$ cat src/rtl/vmw_pkg.sv
package vmw_pkg;
   typedef enum logic [1:0] {
      FLT_NONE     = 2'd0,
      FLT_ABSENT   = 2'd1,
      FLT_RSVD     = 2'd2,
      FLT_NONCANON = 2'd3
   } flt_e;

   typedef enum logic [1:0] {
      PG_4K = 2'd0,
      PG_2M = 2'd1,
      PG_1G = 2'd2
   } pgsz_e;

   localparam int BIT_PRES  = 0;
   localparam int BIT_WR    = 1;
   localparam int BIT_USR   = 2;
   localparam int BIT_ACC   = 5;
   localparam int BIT_DIRTY = 6;
   localparam int BIT_BIG   = 7;
   localparam int BIT_XD    = 63;
endpackage

$ cat src/rtl/vmw_entry_eval.sv
module vmw_entry_eval
   import vmw_pkg::*;
#(
   parameter int PA_W = 40
)(
   input  logic [63:0] entry,
   input  logic [1:0]  lvl,
   input  logic        nx_en,
   output logic        present,
   output logic        rsvd,
   output logic        leaf,
   output pgsz_e       size
);
   logic hi_rsvd;
   logic big;
   logic unused_eval;

   assign unused_eval = ^entry;
   assign big = entry[BIT_BIG];

   generate
      if (PA_W < 52) begin : g_hi
         assign hi_rsvd = |entry[51:PA_W];
      end else begin : g_nohi
         assign hi_rsvd = 1'b0;
      end
   endgenerate

   always_comb begin
      present = entry[BIT_PRES];
      leaf    = (lvl == 2'd3) || (big && (lvl == 2'd1 || lvl == 2'd2));
      size    = PG_4K;
      if (big && lvl == 2'd1) size = PG_1G;
      else if (big && lvl == 2'd2) size = PG_2M;
      rsvd = hi_rsvd || (!nx_en && entry[BIT_XD]) || (big && lvl == 2'd0);
      if (big && lvl == 2'd1) rsvd = rsvd || (|entry[29:13]);
      if (big && lvl == 2'd2) rsvd = rsvd || (|entry[20:13]);
   end
endmodule

$ cat src/rtl/vmw_memreq.sv
module vmw_memreq #(
   parameter int PA_W = 40
)(
   input  logic            clk,
   input  logic            rst_n,
   input  logic            load,
   input  logic [PA_W-1:0] ld_addr,
   input  logic            ld_cas,
   input  logic [31:0]     ld_cmp,
   input  logic [31:0]     ld_swap,
   input  logic            ready,
   output logic            valid,
   output logic [PA_W-1:0] addr,
   output logic            cas,
   output logic [31:0]     cmp,
   output logic [31:0]     swap
);
   always_ff @(posedge clk) begin
      if (!rst_n) begin
         valid <= 1'b0;
         addr  <= '0;
         cas   <= 1'b0;
         cmp   <= '0;
         swap  <= '0;
      end else if (load) begin
         valid <= 1'b1;
         addr  <= ld_addr;
         cas   <= ld_cas;
         cmp   <= ld_cmp;
         swap  <= ld_swap;
      end else if (valid && ready) begin
         valid <= 1'b0;
      end
   end


   req_hold_chk: assert property (@(posedge clk) disable iff (!rst_n)
      valid && !ready |=> valid && $stable(addr) && $stable(cas));
endmodule

$ cat src/rtl/vmap_walker.sv
module vmap_walker
   import vmw_pkg::*;
#(
   parameter int PA_W = 40
)(
   input  logic            clk,
   input  logic            rst_n,
   input  logic            start,
   input  logic [63:0]     va,
   input  logic [63:0]     root,
   input  logic            is_store,
   input  logic            nx_en,
   output logic            req_valid,
   input  logic            req_ready,
   output logic [PA_W-1:0] req_addr,
   output logic            req_cas,
   output logic [31:0]     req_cmp,
   output logic [31:0]     req_swap,
   input  logic            rsp_valid,
   input  logic [63:0]     rsp_data,
   output logic            done,
   output logic            ok,
   output logic [1:0]      fault,
   output logic [PA_W-1:0] pa,
   output logic [1:0]      page_size,
   output logic            attr_user,
   output logic            attr_write,
   output logic            attr_nx
);
   localparam int FR_W = PA_W - 12;

   generate
      if (PA_W < 32 || PA_W > 52) begin : g_bad_pa
         initial $fatal(1, "vmap_walker: PA_W must lie in 32..52");
      end
   endgenerate

   typedef enum logic [1:0] {S_IDLE, S_ISSUE, S_WRD, S_WCAS} st_e;

   st_e          state_q;
   logic [1:0]   lvl_q;
   logic [FR_W-1:0] base_q, root_q;
   logic [63:0]  ent_q;
   logic [47:0]  va_q;
   logic         st_q, nx_q;
   logic         acc_u, acc_w, acc_xn;
   logic         done_q, ok_q, u_q, w_q, x_q;
   flt_e         fault_q;
   pgsz_e        size_q;
   logic [PA_W-1:0] pa_q;

   logic [63:0]  cur_ent;
   logic         e_pres, e_rsvd, e_leaf;
   pgsz_e        e_size;
   logic [31:0]  setbits;
   logic         need_cas, cas_ok, cas_go, advance, mr_load;
   logic [8:0]   idx;
   logic         n_u, n_w, n_xn;
   logic [PA_W-1:0] pa_n;
   logic         canon;
   logic         unused_top;

   assign unused_top = ^{root[63:PA_W], root[11:0]};
   assign canon = (&va[63:47]) || !(|va[63:47]);

   always_comb begin
      case (lvl_q)
         2'd0:    idx = va_q[47:39];
         2'd1:    idx = va_q[38:30];
         2'd2:    idx = va_q[29:21];
         default: idx = va_q[20:12];
      endcase
   end

   assign cur_ent = (state_q == S_WCAS) ? ent_q : rsp_data;

   vmw_entry_eval #(.PA_W(PA_W)) u_eval (
      .entry   (cur_ent),
      .lvl     (lvl_q),
      .nx_en   (nx_q),
      .present (e_pres),
      .rsvd    (e_rsvd),
      .leaf    (e_leaf),
      .size    (e_size)
   );

   always_comb begin
      setbits = 32'd1 << BIT_ACC;
      if (e_leaf && st_q) setbits = setbits | (32'd1 << BIT_DIRTY);
   end

   assign need_cas = |(setbits & ~cur_ent[31:0]);
   assign cas_ok   = (rsp_data[31:0] == ent_q[31:0]);
   assign cas_go   = (state_q == S_WRD) && rsp_valid && e_pres && !e_rsvd && need_cas;
   assign advance  = ((state_q == S_WRD) && rsp_valid && e_pres && !e_rsvd && !need_cas)
                  || ((state_q == S_WCAS) && rsp_valid && cas_ok);
   assign mr_load  = (state_q == S_ISSUE) || cas_go;

   assign n_u  = acc_u & cur_ent[BIT_USR];
   assign n_w  = acc_w & cur_ent[BIT_WR];
   assign n_xn = acc_xn & ~cur_ent[BIT_XD];

   always_comb begin
      case (e_size)
         PG_1G:   pa_n = {cur_ent[PA_W-1:30], va_q[29:0]};
         PG_2M:   pa_n = {cur_ent[PA_W-1:21], va_q[20:0]};
         default: pa_n = {cur_ent[PA_W-1:12], va_q[11:0]};
      endcase
   end

   vmw_memreq #(.PA_W(PA_W)) u_req (
      .clk     (clk),
      .rst_n   (rst_n),
      .load    (mr_load),
      .ld_addr ({base_q, idx, 3'b000}),
      .ld_cas  (state_q == S_WRD),
      .ld_cmp  (rsp_data[31:0]),
      .ld_swap (rsp_data[31:0] | setbits),
      .ready   (req_ready),
      .valid   (req_valid),
      .addr    (req_addr),
      .cas     (req_cas),
      .cmp     (req_cmp),
      .swap    (req_swap)
   );

   always_ff @(posedge clk) begin
      if (!rst_n) begin
         state_q <= S_IDLE;
         lvl_q   <= '0;
         base_q  <= '0;
         root_q  <= '0;
         ent_q   <= '0;
         va_q    <= '0;
         st_q    <= 1'b0;
         nx_q    <= 1'b0;
         acc_u   <= 1'b1;
         acc_w   <= 1'b1;
         acc_xn  <= 1'b1;
         done_q  <= 1'b0;
         ok_q    <= 1'b0;
         fault_q <= FLT_NONE;
         size_q  <= PG_4K;
         pa_q    <= '0;
         u_q     <= 1'b0;
         w_q     <= 1'b0;
         x_q     <= 1'b0;
      end else begin
         done_q <= 1'b0;
         case (state_q)
            S_IDLE: if (start) begin
               va_q   <= va[47:0];
               root_q <= root[PA_W-1:12];
               base_q <= root[PA_W-1:12];
               st_q   <= is_store;
               nx_q   <= nx_en;
               lvl_q  <= '0;
               acc_u  <= 1'b1;
               acc_w  <= 1'b1;
               acc_xn <= 1'b1;
               if (!canon) begin
                  done_q  <= 1'b1;
                  ok_q    <= 1'b0;
                  fault_q <= FLT_NONCANON;
               end else begin
                  state_q <= S_ISSUE;
               end
            end
            S_ISSUE: state_q <= S_WRD;
            S_WRD: if (rsp_valid) begin
               ent_q <= rsp_data;
               if (!e_pres) begin
                  state_q <= S_IDLE;
                  done_q  <= 1'b1;
                  ok_q    <= 1'b0;
                  fault_q <= FLT_ABSENT;
               end else if (e_rsvd) begin
                  state_q <= S_IDLE;
                  done_q  <= 1'b1;
                  ok_q    <= 1'b0;
                  fault_q <= FLT_RSVD;
               end else if (need_cas) begin
                  state_q <= S_WCAS;
               end
            end
            S_WCAS: if (rsp_valid && !cas_ok) begin
               state_q <= S_ISSUE;
               if (e_leaf) begin
                  lvl_q  <= '0;
                  base_q <= root_q;
                  acc_u  <= 1'b1;
                  acc_w  <= 1'b1;
                  acc_xn <= 1'b1;
               end
            end
            default: state_q <= S_IDLE;
         endcase
         if (advance) begin
            if (e_leaf) begin
               state_q <= S_IDLE;
               done_q  <= 1'b1;
               ok_q    <= 1'b1;
               fault_q <= FLT_NONE;
               pa_q    <= pa_n;
               size_q  <= e_size;
               u_q     <= n_u;
               w_q     <= n_w & (st_q | cur_ent[BIT_DIRTY]);
               x_q     <= ~n_xn;
            end else begin
               state_q <= S_ISSUE;
               lvl_q   <= lvl_q + 2'd1;
               base_q  <= cur_ent[PA_W-1:12];
               acc_u   <= n_u;
               acc_w   <= n_w;
               acc_xn  <= n_xn;
            end
         end
      end
   end

   assign done       = done_q;
   assign ok         = ok_q;
   assign fault      = fault_q;
   assign pa         = pa_q;
   assign page_size  = size_q;
   assign attr_user  = u_q;
   assign attr_write = w_q;
   assign attr_nx    = x_q;


   done_pulse_chk: assert property (@(posedge clk) disable iff (!rst_n)
      done |=> !done);

   idle_at_done_chk: assert property (@(posedge clk) disable iff (!rst_n)
      done |-> !req_valid);

   cas_sets_only_chk: assert property (@(posedge clk) disable iff (!rst_n)
      req_valid && req_cas |-> ((req_cmp & ~req_swap) == 32'd0) && req_swap[BIT_ACC]);

   pa_offset_chk: assert property (@(posedge clk) disable iff (!rst_n)
      done && ok |-> pa[11:0] == va_q[11:0]);

   clean_load_chk: assert property (@(posedge clk) disable iff (!rst_n)
      done && ok && !st_q && !ent_q[BIT_DIRTY] |-> !attr_write);

   nx_sticky_chk: assert property (@(posedge clk) disable iff (!rst_n)
      done && ok && ent_q[BIT_XD] |-> attr_nx);
endmodule

$ cat config.mk
export PLATFORM = sky130hd
export DESIGN_NAME = vmap_walker
export DESIGN_NICKNAME = d
export VERILOG_FILES = /design/src/rtl/vmw_pkg.sv /design/src/rtl/vmw_entry_eval.sv /design/src/rtl/vmw_memreq.sv /design/src/rtl/vmap_walker.sv
export SDC_FILE = /design/constraint.sdc
export NUM_CORES = 1
export LEC_CHECK = 0
export BUFFER_PORTS_ARGS = -buffer_cell sky130_fd_sc_hd__clkbuf_2
export CELL_PAD_IN_SITES_DETAIL_PLACEMENT = 1
export CELL_PAD_IN_SITES_GLOBAL_PLACEMENT = 1
export CORE_ASPECT_RATIO = 1.75
export CORE_UTILIZATION = 31
export DETAILED_ROUTE_END_ITERATION = 8
export HOLD_SLACK_MARGIN = 0.06
export MAX_ROUTING_LAYER = met4
export PLACE_DENSITY_LB_ADDON = 0.1
export SYNTH_ARGS = -nofsm -noshare
export SYNTH_HDL_FRONTEND = slang
export SYNTH_SLANG_ARGS = --single-unit
$ cat constraint.sdc
create_clock -name clk -period 3.6 [get_ports clk]
set_input_delay 0.18 -clock clk [delete_from_list [all_inputs] [get_ports clk]]
set_output_delay 0.18 -clock clk [all_outputs]
set_load 0.05 [all_outputs]
# Yosys cells after proc, flatten, opt, wreduce, memory -nomap -nowiden
# Cells that the tools add are included.
dict set report totals {
  output_inout_bits 155
  regBits 329
}
dict set report classes {
  n_addsub 1
  bitwise 10
  eq_ne 14
  n_mux 74
  reduce_logical 42
}
# operator count
set ops {}
lappend ops {{2-to-1 mux 28 bit} 5}
lappend ops {{2-to-1 mux 64 bit} 1}
lappend ops {{one-hot mux 30 bit (2 select lines)} 1}
lappend ops {{one-hot mux 28 bit (2 select lines)} 1}
lappend ops {{2-to-1 mux 2 bit} 21}
lappend ops {{2-to-1 mux 1 bit} 35}
lappend ops {{OR reduction 17 bit} 2}
lappend ops {{bitwise AND 32 bit} 1}
lappend ops {{== test 32 bit} 1}
lappend ops {{NOT 32 bit} 1}
lappend ops {{OR 32 bit} 1}
lappend ops {{OR reduction 32 bit} 1}
lappend ops {{one-hot mux 9 bit (3 select lines)} 1}
lappend ops {{AND reduction 17 bit} 1}
lappend ops {{logical AND 1 bit} 15}
lappend ops {{OR reduction 12 bit} 1}
lappend ops {{== test 2 bit (second input constant)} 5}
lappend ops {{one-hot mux 1 bit (2 select lines)} 5}
lappend ops {{logical OR 1 bit} 9}
lappend ops {{!= test 3 bit (second input constant)} 3}
lappend ops {{one-hot mux 2 bit (2 select lines)} 2}
lappend ops {{one-hot mux 2 bit (4 select lines)} 1}
lappend ops {{OR reduction 8 bit} 1}
lappend ops {{2-to-1 mux 7 bit} 1}
lappend ops {{other kinds (12)} 25}

# Logic depth before layout (Yosys ltp)
dict set report logic_depth {
  depth_word 15
  depth_mapped 12
}

# Hierarchy
# Synthesis repeated with hierarchy kept, for this count alone.
dict set report hier_totals {
  cells_unflattened 1613
  area_unflattened_um2 15005.6
}
# mod instances cells_each seq_area_each_um2 area_per_inst_um2
set by_module_without_submodules {}
lappend by_module_without_submodules {vmap_walker 1 1247 4524.3 10796.6}
lappend by_module_without_submodules {vmw_memreq 1 341 2122.0 4007.6}
lappend by_module_without_submodules {vmw_entry_eval 1 25 0.0 201.4}

# Least setup slack after synthesis
# OpenSTA, ideal clock, no wires.
dict set report synth_path {
  path_kind {register -> register}
  startpoint {reg state_q[0]}
  endpoint {reg pa_q[24] (netlist: pa[24])}
  path_slack_ns 0.960
  stages_incl_launch_ff 13
  required_time_ns 3.472
  setup_ns 0.128
  t_arrival_ns 2.512
  path_cell_list {dfxtp_1 -> ha_1 -> buf_6 -> mux2_4 -> a21o_1 -> buf_2 -> a311oi_2 -> o2111ai_2 -> a21oi_2 -> buf_6 -> buf_6 -> mux2i_1 -> nor2_1}
}
dict set report synth_between {
  elab_chain_cells 14
}
# element line_no
set synth_rtl {}
lappend synth_rtl {{start, declared} vmap_walker.sv:40} ;# st_e state_q;
lappend synth_rtl {{start signal, assigned} vmap_walker.sv:129} ;# state_q <= S_IDLE;
lappend synth_rtl {{start signal, assigned} vmap_walker.sv:166} ;# state_q <= S_ISSUE;
lappend synth_rtl {{start signal, assigned} vmap_walker.sv:169} ;# S_ISSUE: state_q <= S_WRD;
lappend synth_rtl {{== test 2 bit} {vmap_walker.sv:75, vmap_walker.sv:96}}
lappend synth_rtl {{2-to-1 mux 64 bit} vmap_walker.sv:75} ;# assign cur_ent = (state_q == S_WCAS) ? ent_q : rsp_data;
lappend synth_rtl {{OR reduction 12 bit or logical AND 1 bit (tied branches)} {vmw_entry_eval.sv:23, vmw_entry_eval.sv:35}}
lappend synth_rtl {{logical OR 1 bit (2 in series)} vmw_entry_eval.sv:35} ;# rsvd = hi_rsvd || (!nx_en && entry[BIT_XD]) || (big && lvl == 2'd0);
lappend synth_rtl {{logical OR 1 bit} vmw_entry_eval.sv:36} ;# if (big && lvl == 2'd1) rsvd = rsvd || (|entry[29:13]);
lappend synth_rtl {{2-to-1 mux 1 bit} vmw_entry_eval.sv:36}
lappend synth_rtl {{logical OR 1 bit} vmw_entry_eval.sv:37} ;# if (big && lvl == 2'd2) rsvd = rsvd || (|entry[20:13]);
lappend synth_rtl {{2-to-1 mux 1 bit} vmw_entry_eval.sv:37}
lappend synth_rtl {{logical NOT 1 bit} vmap_walker.sv:95} ;# assign advance = ((state_q == S_WRD) && rsp_valid && e_pres && !e_rsvd && !need_cas)
lappend synth_rtl {{logical AND 1 bit (2 in series)} vmap_walker.sv:95}
lappend synth_rtl {{logical OR 1 bit} vmap_walker.sv:96} ;# || ((state_q == S_WCAS) && rsp_valid && cas_ok);
lappend synth_rtl {{AND reduction 2 bit (no source line)} --}
lappend synth_rtl {{end signal, assigned} vmap_walker.sv:204} ;# pa_q <= pa_n;
lappend synth_rtl {{end, declared} vmap_walker.sv:50} ;# logic [PA_W-1:0] pa_q;
# Parallel ways exist; a longest one is shown, timed or not.
# A chain may end at the register's enable or synchronous reset.

# Final worst setup path
dict set report layout_path {
  startpoint {reg state_q[0]}
  endpoint {reg u_req.swap[12]}
}
dict set report layout_between {
  elab_chain_cells 13
}
# element line_no
set layout_rtl {}
lappend layout_rtl {{== test 2 bit} vmap_walker.sv:75}
lappend layout_rtl {{2-to-1 mux 64 bit} vmap_walker.sv:75}
lappend layout_rtl {{OR reduction 12 bit or logical AND 1 bit (tied branches)} {vmw_entry_eval.sv:23, vmw_entry_eval.sv:35}}
lappend layout_rtl {{logical OR 1 bit (2 in series)} vmw_entry_eval.sv:35}
lappend layout_rtl {{logical OR 1 bit} vmw_entry_eval.sv:36}
lappend layout_rtl {{2-to-1 mux 1 bit} vmw_entry_eval.sv:36}
lappend layout_rtl {{logical OR 1 bit} vmw_entry_eval.sv:37}
lappend layout_rtl {{2-to-1 mux 1 bit} vmw_entry_eval.sv:37}
lappend layout_rtl {{logical NOT 1 bit} vmap_walker.sv:94} ;# assign cas_go = (state_q == S_WRD) && rsp_valid && e_pres && !e_rsvd && need_cas;
lappend layout_rtl {{logical AND 1 bit (2 in series)} vmap_walker.sv:94}
lappend layout_rtl {{logical OR 1 bit (*)} vmap_walker.sv:97} ;# assign mr_load = (state_q == S_ISSUE) || cas_go;
lappend layout_rtl {{end signal, assigned} vmw_memreq.sv:30} ;# swap <= ld_swap;
lappend layout_rtl {{end, declared} vmw_memreq.sv:16} ;# output logic [31:0] swap
# Every way passes the cells marked *; elsewhere a longest branch is shown, timed or not.

==> impl_metrics.tcl <==
set metrics [dict create \
    status "complete, no violations" \
    cp-start-kind "flop" \
    synth_ff_type "dfxtp_1" \
    post-place-ws_ps 558.7 \
    dp.cells 2202 \
    switching_share 0.2430 \
    drt-total-wl_mm 46.94 \
    fillers 4765 \
    synth.avg_cell_area_um2 8.189 \
    postCtsSetupBuffers 0 \
    slew_violations 0 \
    track_usage 0.2325 \
    internal_power_mw 5.237 \
    core_area_um2 39400 \
    synth_warnings 0 \
    crit_type "flop to flop" \
    setup_tns_ps 0 \
    start_util 0.3162 \
    required_ps 4020 \
    final_cells 2388 \
    max_freq_mhz 326.9 \
    relSlewSlack 0.3491 \
    overflow 0 \
    fin_skew_ps 8.718 \
    switchingPower_mw 1.681 \
    end_kind "flop" \
    drive_gt1_frac 0.2131 \
    worst_hold_path_type "input port to flop" \
    timing.final.ws_setup_ps 540.6 \
    dr_wl_met2_mm 24.86 \
    ios 354 \
    rsz0062_at_grt "false" \
    powerDensity_nw_per_um2 421.5 \
    area_growth_pct 31.77 \
    htreeDepth 1 \
    cts_resized 0 \
    tightest_slew_ps 976.3 \
    synth_cells 1521 \
    finalHoldViolCount 0 \
    cts_buffer_depth 3 \
    num_rows 96 \
    pwr-share-seq 0.477 \
    route.detailed.drc 0 \
    grt_pass1_vias 12580 \
    nets 2085 \
    post-route-period-util 0.8498 \
    worstPathArrival_ps 3480 \
    cts_buffers 30 \
    gp_congestion 0.8181 \
    power_frac_clock 0.438 \
    r2r_setup_slack_ps 540 \
    die_h_um 267.2 \
    worstSkewPairLatency_ps 570 \
    dp_hpwl_mm 33.06 \
    netlist-cell-type-count 55 \
    drt-met1-wl_mm 18.83 \
    drt-wirelength-per-cell_um 19.66 \
    setup_violations 0 \
    grt_antenna_before_repair 2 \
    whs_ps 119.4 \
    synth_area_um2 12460 \
    drtIter0Drc 573 \
    numPortBuffers 303 \
    clockRootBuffer "clkbuf_16" \
    crit_fanout 52 \
    ys_async_sr_fraction 0 \
    grt_max_degree 121 \
    ys_ff_latch 288 \
    cts_tree "built" \
    p_leak_nw 6.509 \
    die_w_um 153.5 \
    grt_pass1_wl_mm 72.08 \
    p_comb_frac 0.085 \
    ant_nets 0 \
    cts_sinks 288 \
    max-cap-violations 0 \
    finalCriticalPeriod_ps 3059 \
    die-area_um2 41020 \
    drt_first_pass_iters 8 \
    routed-wl-met3_mm 2.014 \
    viasPerCell 5.020 \
    top_layer "met4" \
    peakVddDrop_uv 318.4 \
    synth_edf_count 0 \
    seq_area_frac_synth 0.4629 \
    num_vias 11990 \
    clkTransAtPathRegs_ps 60 \
]
-- state kept, by name (all words and copies together), names as in the netlist, 2 cells and up --
signal,cells
lvl_q,2
pa,40
ent_q,53
va_q,48
fault,2
u_req.swap,32
page_size,2
u_req.cmp,2
base_q,28
state_q,2
root_q,28
u_req.addr,37
-- worst paths after layout --
| path | from | to | depth (start not counted) |
|---|---|---|---|
| setup reg to reg | state_q[0] | u_req.swap[12] | 9 |
| hold / removal | rst_n | acc_w | 2 |
| hold reg to reg | u_req.addr[13] | u_req.addr[13] | 2 |
| setup / recovery | state_q[0] | u_req.swap[12] | 9 |
-- cell families after synthesis --
| kind of cell | Yosys count | synth area share |
|---|---|---|
| and+or+nand+nor | 568 | 0.1856 |
| AOI/OAI and AO/OA | 389 | 0.1894 |
| DFF | 288 | 0.4629 |
| buffers and inverters | 154 | 0.06439 |
| muxes | 80 | 0.06590 |
| xor gates and xnor gates | 32 | 0.02250 |
| adders and majority gates | 9 | 0.009041 |
| other | 1 | 0.0003011 |
-- per-stage QoR --
step                utilization  instance area (um2)  total power [mW]
global route             0.4166                16410             7.187
detailed placement       0.3593                14150             3.849
finish                   0.4166                16410             6.918
floorplan                     -                12460             3.599
global placement         0.3593                14150             3.840
CTS                      0.4165                16410             7.021
-- worst max-delay path, stage by stage, from the launching register on --
cell	delay [ps]
dfxtp_1	430
ha_2	310
mux2_4	380
o21a_1	180
o211ai_1	300
o211ai_1	280
o31a_2	430
buf_4	320
nand2_1	150
a21oi_1	70
-- per-layer routing --
layer  GRT usage  vias up
li1            -     5899
met1      0.2490     5770
met2      0.4353      260
met3     0.03382       58
met4     0.07378        0
met5           -        -
-- synth_stat cells (10+ instances only) --
cell | instances | area (um2)
a21oi_1 | 245 | 1226
xor2_1 | 32 | 280.3
a21o_1 | 21 | 157.7
mux2i_1 | 67 | 670.6
nand2_1 | 445 | 1670
o21ai_0 | 45 | 225.2
nor2_1 | 55 | 206.5
dfxtp_1 | 288 | 5766
buf_4 | 37 | 277.8
inv_1 | 10 | 37.54
clkbuf_1 | 84 | 315.3
a222oi_1 | 28 | 280.3
mux2_2 | 12 | 135.1
buf_6 | 10 | 112.6
nor4_1 | 23 | 143.9
-- cell usage in the layout (no fill, tap or decap), types with 3 or more instances in the layout --
cell / count
nor3_1: 8
clkbuf_16: 31
or3_1: 3
a222oi_1: 28
clkinv_2: 4
buf_4: 24
xor2_1: 32
a21o_1: 21
inv_1: 9
nor4_1: 23
dlygate4sd3_1: 133
a211oi_1: 3
nand4_1: 8
nand3_1: 4
clkbuf_1: 11
ha_1: 8
clkbuf_8: 4
mux2_2: 12
a21oi_1: 245
dfxtp_1: 288
conb_1: 3
a31o_2: 3
a2bb2oi_1: 9
clkbuf_2: 303
mux2i_1: 67
o211ai_1: 4
nand2_1: 443
a32oi_1: 9
a31oi_1: 3
o21ai_0: 45
nor2_1: 55
nand2b_1: 6
buf_12: 6
-- cell type report --
cell class | count | area, um2 | area share
multi-input combinational | 1081 | 5914 | 0.3603
clock buffer | 46 | 872.1 | 0.05313
sequential | 288 | 5766 | 0.3513
clock inverter | 5 | 50.05 | 0.003049
antenna | 2 | 5.005 | 0.0003049
timing repair buffer | 466 | 3148 | 0.1918
tap | 490 | 613.1 | 0.03735
inverter | 10 | 45.04 | 0.002744
-- power by group through the flow --
stage	clock, mW	sequential, mW	combinational, mW
floorplan	0	3.36	0.234
global placement	0	3.37	0.470
detailed placement	0	3.37	0.476
global route	3.24	3.31	0.641
CTS	3.12	3.30	0.594
finish	3.03	3.30	0.587
-- what timing repair did --
action	CTS	global route
setup endpoints to repair	0	0
hold buffers	133	0
endpoints found under the hold margin	197	0
(Power assumes the default switching activity.)
